[config.mk]
export PLATFORM = sky130hd
export DESIGN_NAME = amp_guard_ctrl
export DESIGN_NICKNAME = d
export VERILOG_FILES = /design/src/rtl/amp_guard_pkg.sv /design/src/rtl/amp_guard_sync.sv /design/src/rtl/amp_guard_faults.sv /design/src/rtl/amp_guard_fsm.sv /design/src/rtl/amp_guard_ctrl.sv
export SDC_FILE = /design/constraint.sdc
export NUM_CORES = 1
export LEC_CHECK = 0
export ABC_CLOCK_PERIOD_IN_PS = 840
export BUFFER_PORTS_ARGS = -buffer_cell sky130_fd_sc_hd__buf_4
export CORE_AREA = 4 4 41 43
export DETAILED_ROUTE_END_ITERATION = 6
export DIE_AREA = 0 0 45 47
export GPL_ROUTABILITY_DRIVEN = 0
export PLACE_DENSITY_LB_ADDON = 0.1
export SLEW_MARGIN = 0
export SYNTH_ARGS = -nofsm -noshare
export SYNTH_HDL_FRONTEND = slang
export SYNTH_SLANG_ARGS = --single-unit
export TNS_END_PERCENT = 5
[constraint.sdc]
create_clock -name clk -period 0.84 [get_ports clk]
set_input_delay 0.084 -clock clk [delete_from_list [all_inputs] [get_ports clk]]
set_output_delay 0.084 -clock clk [all_outputs]
set_load 0.005 [all_outputs]
[src/rtl/amp_guard_pkg.sv]
package amp_guard_pkg;
   typedef enum logic [2:0] {
      GS_RESET    = 3'd0,
      GS_ACTIVE   = 3'd1,
      GS_IDLE     = 3'd2,
      GS_SC_HOLD  = 3'd3,
      GS_DC_HOLD  = 3'd4,
      GS_HOT_HOLD = 3'd5
   } guard_state_e;
endpackage

[src/rtl/amp_guard_sync.sv]
module amp_guard_sync #(
   parameter int STAGES = 2
) (
   input  logic clk,
   input  logic rst_n,
   input  logic d_i,
   output logic q_o
);
   logic [STAGES-1:0] chain_q;

   generate
      if (STAGES < 2) begin : g_bad_depth
         $error("amp_guard_sync: STAGES must be at least 2");
      end
   endgenerate

   // reset to the shutdown level so the block starts idle
   always_ff @(posedge clk or negedge rst_n) begin
      if (!rst_n) chain_q <= '0;
      else        chain_q <= {chain_q[STAGES-2:0], d_i};
   end

   assign q_o = chain_q[STAGES-1];
endmodule

[src/rtl/amp_guard_faults.sv]
module amp_guard_faults #(
   parameter int CLR_MIN_LOW = 1
) (
   input  logic clk,
   input  logic rst_n,
   input  logic shdn_sync_i,
   input  logic sc_pulse_i,
   input  logic dc_flag_i,
   input  logic ot_hot_i,
   input  logic ot_cool_i,
   output logic dc_lat_o,
   output logic sc_lat_o,
   output logic therm_o
);
   logic clr_ok;

   generate
      if (CLR_MIN_LOW < 1) begin : g_bad_clr
         $error("amp_guard_faults: CLR_MIN_LOW must be at least 1");
      end
      if (CLR_MIN_LOW == 1) begin : g_clr_direct
         assign clr_ok = !shdn_sync_i;
      end else begin : g_clr_count
         localparam int CW = $clog2(CLR_MIN_LOW + 1);
         localparam logic [CW-1:0] CMAX = CW'(CLR_MIN_LOW);
         logic [CW-1:0] low_cnt, low_inc;
         assign low_inc = (low_cnt == CMAX) ? CMAX : low_cnt + CW'(1);
         assign clr_ok  = !shdn_sync_i && (low_inc == CMAX);
         always_ff @(posedge clk or negedge rst_n) begin
            if (!rst_n)           low_cnt <= '0;
            else if (shdn_sync_i) low_cnt <= '0;
            else                  low_cnt <= low_inc;
         end
      end
   endgenerate

   // DC fault: only the power-on reset releases it
   always_ff @(posedge clk or negedge rst_n) begin
      if (!rst_n)         dc_lat_o <= 1'b0;
      else if (dc_flag_i) dc_lat_o <= 1'b1;
   end

   // short circuit: a qualified low request clears; pulses during a low request are ignored
   always_ff @(posedge clk or negedge rst_n) begin
      if (!rst_n)                         sc_lat_o <= 1'b0;
      else if (clr_ok)                    sc_lat_o <= 1'b0;
      else if (sc_pulse_i && shdn_sync_i) sc_lat_o <= 1'b1;
   end

   // thermal: set while hot, released only once the cool indication shows
   always_ff @(posedge clk or negedge rst_n) begin
      if (!rst_n)         therm_o <= 1'b0;
      else if (ot_hot_i)  therm_o <= 1'b1;
      else if (ot_cool_i) therm_o <= 1'b0;
   end
endmodule

[src/rtl/amp_guard_fsm.sv]
module amp_guard_fsm
   import amp_guard_pkg::*;
(
   input  logic         clk,
   input  logic         rst_n,
   input  logic         dc_lat_i,
   input  logic         sc_lat_i,
   input  logic         shdn_sync_i,
   input  logic         therm_i,
   output guard_state_e state_o
);
   guard_state_e state_d;

   always_comb begin
      if (dc_lat_i)         state_d = GS_DC_HOLD;
      else if (sc_lat_i)    state_d = GS_SC_HOLD;
      else if (!shdn_sync_i) state_d = GS_IDLE;
      else if (therm_i)     state_d = GS_HOT_HOLD;
      else                  state_d = GS_ACTIVE;
   end

   always_ff @(posedge clk or negedge rst_n) begin
      if (!rst_n) state_o <= GS_RESET;
      else        state_o <= state_d;
   end
endmodule

[src/rtl/amp_guard_ctrl.sv]
module amp_guard_ctrl
   import amp_guard_pkg::*;
#(
   parameter int NUM_CH      = 2,
   parameter int SYNC_STAGES = 2,
   parameter int CLR_MIN_LOW = 1
) (
   input  logic              clk,
   input  logic              rst_n,
   input  logic              shdn_req_n,
   input  logic              sc_pulse_i,
   input  logic              dc_flag_i,
   input  logic              ot_hot_i,
   input  logic              ot_cool_i,
   output logic [NUM_CH-1:0] ch_en_o,
   output logic              mute_o,
   output logic              fault_n_o
);
   logic         shdn_sync;
   logic         dc_lat, sc_lat, therm_q;
   guard_state_e state_q;

   generate
      if (NUM_CH < 1) begin : g_bad_ch
         $error("amp_guard_ctrl: NUM_CH must be at least 1");
      end
   endgenerate

   amp_guard_sync #(.STAGES(SYNC_STAGES)) u_sync (
      .clk   (clk),
      .rst_n (rst_n),
      .d_i   (shdn_req_n),
      .q_o   (shdn_sync)
   );

   amp_guard_faults #(.CLR_MIN_LOW(CLR_MIN_LOW)) u_faults (
      .clk         (clk),
      .rst_n       (rst_n),
      .shdn_sync_i (shdn_sync),
      .sc_pulse_i  (sc_pulse_i),
      .dc_flag_i   (dc_flag_i),
      .ot_hot_i    (ot_hot_i),
      .ot_cool_i   (ot_cool_i),
      .dc_lat_o    (dc_lat),
      .sc_lat_o    (sc_lat),
      .therm_o     (therm_q)
   );

   amp_guard_fsm u_fsm (
      .clk         (clk),
      .rst_n       (rst_n),
      .dc_lat_i    (dc_lat),
      .sc_lat_i    (sc_lat),
      .shdn_sync_i (shdn_sync),
      .therm_i     (therm_q),
      .state_o     (state_q)
   );

   generate
      for (genvar c = 0; c < NUM_CH; c++) begin : g_ch
         assign ch_en_o[c] = (state_q == GS_ACTIVE);
      end
   endgenerate

   assign mute_o    = (state_q == GS_RESET) || (state_q == GS_IDLE);
   assign fault_n_o = !((state_q == GS_SC_HOLD) || (state_q == GS_DC_HOLD));
endmodule

## After elaboration in Yosys (flattened, before gate mapping)

Index checks and enable logic that the tools add are counted.

- Register bits after elaboration: 8
- Output and inout bits: 4

- Equality and inequality tests: 5
- Reduce and logical (&&, ||, !) cells: 6
- Muxes and demuxes: 8

Operator list:

| kind | number |
|---|---|
| two-way mux 3 bit | 4 |
| == test 3 x 2 -> 1 bit, second input constant | 2 |
| two-way mux 1 bit | 4 |
| == test 3 x 1 -> 1 bit, second input constant | 1 |
| == test 3 bit, second input constant | 1 |
| zero test 3 bit | 1 |
| logical OR 1 bit | 2 |
| != test 2 x 1 -> 1 bit, second input constant | 1 |
| nonzero test 2 bit | 1 |
| logical AND 1 bit | 1 |
| zero test 1 bit | 1 |

## Depth between registers and ports, before layout

- Depth after elaboration: 4
- Mapped depth: 3
- Gate-level depth less buffers: 2

## Cells and area by module

From an unflattened synthesis, not the netlist that was laid out.

- Cells, all modules: 23
- Area total of the unflattened synthesis: 294.0 um2

Modules (own cells, without submodules):

| module | cells an instance | area an instance (um2) | seq. area each (um2) | instances |
|---|---|---|---|---|
| amp_guard_fsm | 8 | 107.6 | 75.1 | 1 |
| amp_guard_faults | 7 | 100.1 | 75.1 | 1 |
| amp_guard_sync | 2 | 50.0 | 50.0 | 1 |
| amp_guard_ctrl | 6 | 36.3 | 0.0 | 1 |

## Least setup slack after synthesis

No wires, ideal clock.

- Path kind: reg-to-output
- Start point: register u_fsm.state_o[0]
- End point: output port ch_en_o[1]
- Required time: 0.756 ns
- Cell stages (with the launch flop): 4
- Arrival time: 0.812 ns
- Path slack: -0.056 ns
- Path through: dfrtp_1 > nor2b_4 > and2b_2 > buf_4

- Longest elaborated chain between the ends: 1

RTL lines:

| element | RTL line | RTL |
|---|---|---|
| start, declared | amp_guard_fsm.sv:10 | `output guard_state_e state_o` |
| start signal, assigned | amp_guard_fsm.sv:24 | `else state_o <= state_d;` |
| == test 3 x 1 -> 1 bit | - |  |
| end, declared | amp_guard_ctrl.sv:15 | `output logic [NUM_CH-1:0] ch_en_o,` |

No other way between the ends.

## Worst setup path in the final report

- Start point: register u_fsm.state_o[0]
- End point: output port ch_en_o[0]

- Longest elaborated chain between the ends: 1

RTL lines:

| element | RTL line | RTL |
|---|---|---|
| == test 3 x 1 -> 1 bit | amp_guard_ctrl.sv:61 | `assign ch_en_o[c] = (state_q == GS_ACTIVE);` |

No other way between the ends.

==> flow_metrics.tcl <==
set metrics [dict create \
    relSlewSlack 0.896 \
    power_density_nw_per_um2 1630 \
    nets 47 \
    arrival_ns 1.09 \
    drc 0 \
    synth_common_cells "dfrtp_1, nor2_1, a21o_1, nor2b_4" \
    synth-edff-count 0 \
    reg2reg_depth 2 \
    hold_viol 0 \
    synth.top_cells.by_area "dfrtp_1, nor2b_4, nor2_1" \
    grt_usage 0.0600 \
    design_area_um2 447 \
    cts_max_level 1 \
    vias_per_cell 3.89 \
    fp.dieW_um 45 \
    drv_cap 0 \
    status "finished, violations left" \
    place_inst 48 \
    async_reset_ff_frac 1.00 \
    cp_data_required_time_ns 0.76 \
    cts_setup_buffers 0 \
    yosys.area.top_type "dfrtp_1" \
    yosysTopAreaCellShare 0.661 \
    root_buffer "clkbuf_4" \
    grt_max_degree 9 \
    grt_pass1_vias 197 \
    setup.worst_path.start "u_fsm.state_o[0]" \
    avgSynthCellArea_um2 13.2 \
    netlist_area_um2 303 \
    wirelength_um 466 \
    skew_ns 0.000899 \
    n_antenna_cell 0 \
    start_util 0.233 \
    num_io_pins 11 \
    fin_crit_sh 1.40 \
    crit_end "ch_en_o[0]" \
    cp-start-kind "flop" \
    setup_slack_ns -0.332 \
    r2r_slack_ns 0.03 \
    fin_setup_tns_ns -1.08 \
    cts_tree "done" \
    overflow 0 \
    ant_nets 0 \
    die-area_um2 2120 \
    irDropWorstVdd_uv 655 \
    syn2layout_area_growth_pct 47.5 \
    core_um2 1300 \
    rr_startpoint "u_sync.chain_q[1]" \
    synth.most_common_cell "dfrtp_1" \
    num_vias 206 \
    synth-seq-cells 8 \
    crit_path_end_kind "primary output" \
    final_cells 53 \
    worst_slew_pin_slew_ns 0.157 \
    cts.clk_slew.worst_paths_ns 0.05 \
    path_class "flop to primary output" \
    grt_pass1_wl_um 765 \
    max_freq_ghz 0.853 \
    min_path_type "input port to flop" \
    dpl.hpwl_um 383 \
    place_area_um2 397 \
    insertion_delay_ns 0.24 \
    power.leakage_nw 0.215 \
    clock_path_buffers 2 \
    num_rows 13 \
    timing.hold.ws_ns 0.0155 \
    crit_fanout 3 \
    fp.dieH_um 47 \
    grt_antenna_before_repair 0 \
    syn_nets 30 \
    port_buffers 10 \
    cts_sinks 8 \
    cts_made_buffers 3 \
    drt_iter0_drc 1 \
    first_pass_iters 2 \
    setup_violations 4 \
    layout-drive-gt1-share 0.474 \
    min_period_ns 1.17 \
    yosysWarningCount 0 \
    synthCells 23 \
    synth_ff_type "dfrtp_1" \
    violations "negative setup slack" \
    timing.rr.end "u_fsm.state_o[2]" \
    wire_per_inst_um 8.79 \
    synth_cell_types 10 \
    seq_area_frac_synth 0.661 \
    maxSlewViolCount 0 \
    rsz0062_at_grt "true" \
]
flip-flops by register name (all words and copies together) (netlist names):
register           cells
u_fsm.state_o          3
u_faults.sc_lat_o      1
u_faults.therm_o       1
u_sync.chain_q         2
u_faults.dc_lat_o      1
timing repair:
item / 4_1_cts / 5_1_grt
endpoints found under the setup margin: 4 / 4
hold buffers: 2 / 0
pin swaps: 0 / 0
gates resized for setup: 2 / 0
endpoints found under the hold margin: 9 / 0
layer usage:
layer,track usage,vias to the layer above,wire length [um]
li1,-,107,-
met5,0,-,0
met2,0.0734,10,216
met1,0.0566,89,184
met3,0.0613,0,65
met4,0.0526,0,0
layout by cell type, fill, tap and decap left out, drive strengths merged:
cell type,synthesis,layout
buf,1,11
dfrtp,8,8
nor2,5,5
clkbuf,0,3
nor2b,2,2
a21o,2,2
dlygate4sd3,0,2
a22oi,1,1
and2b,1,1
or2,1,1
inv,1,1
o21a,1,1
worst max-delay path, stage by stage, from the launching register on:
cell     delay [ns]
dfrtp_1        0.39
nor2b_4        0.13
and2b_2        0.21
buf_6          0.11
cell type report:
cell class / instances / area (um^2)
Clock buffer: 3 / 22.5
Sequential cell: 8 / 200
Multi-Input combinational cell: 13 / 91.3
Fill cell: 133 / 855
Inverter: 1 / 3.75
Tap cell: 15 / 18.8
Timing Repair Buffer: 13 / 110
per-stage QoR:
step            util  setup slack [ns]  power [mW]
2_1_floorplan      -           -0.0453       0.424
3_3_place_gp   0.305           -0.0626       0.453
3_5_place_dp   0.305           -0.0764       0.456
4_1_cts        0.343            -0.354       0.752
5_1_grt        0.343            -0.386       0.782
6_report       0.343            -0.332       0.729
cells by family after synthesis:
logic type,share of synthesized area
buffers and inverters,0.0372
AND/OR/NAND/NOR,0.203
flip-flops,0.661
AO/OA/AOI/OAI,0.0992
worst min path at each step:
stage | cells past startpoint | to | slack, ns | start
floorplan | 0 | u_faults.dc_lat_o | -0.21 | rst_n
global placement | 1 | u_sync.chain_q[0] | -0.09 | rst_n
detailed placement | 1 | u_sync.chain_q[0] | -0.09 | rst_n
CTS | 2 | u_faults.therm_o | 0.004 | ot_hot_i
global route | 2 | u_faults.therm_o | 0.006 | ot_hot_i
finish | 2 | u_faults.therm_o | 0.02 | ot_hot_i
power breakdown:
part	internal (mW)	switching [mW]
logic	0.0332	0.0159
clock network	0.162	0.111
registers	0.398	0.00847
total	0.593	0.136
Power figures use the tool's default switching activity.
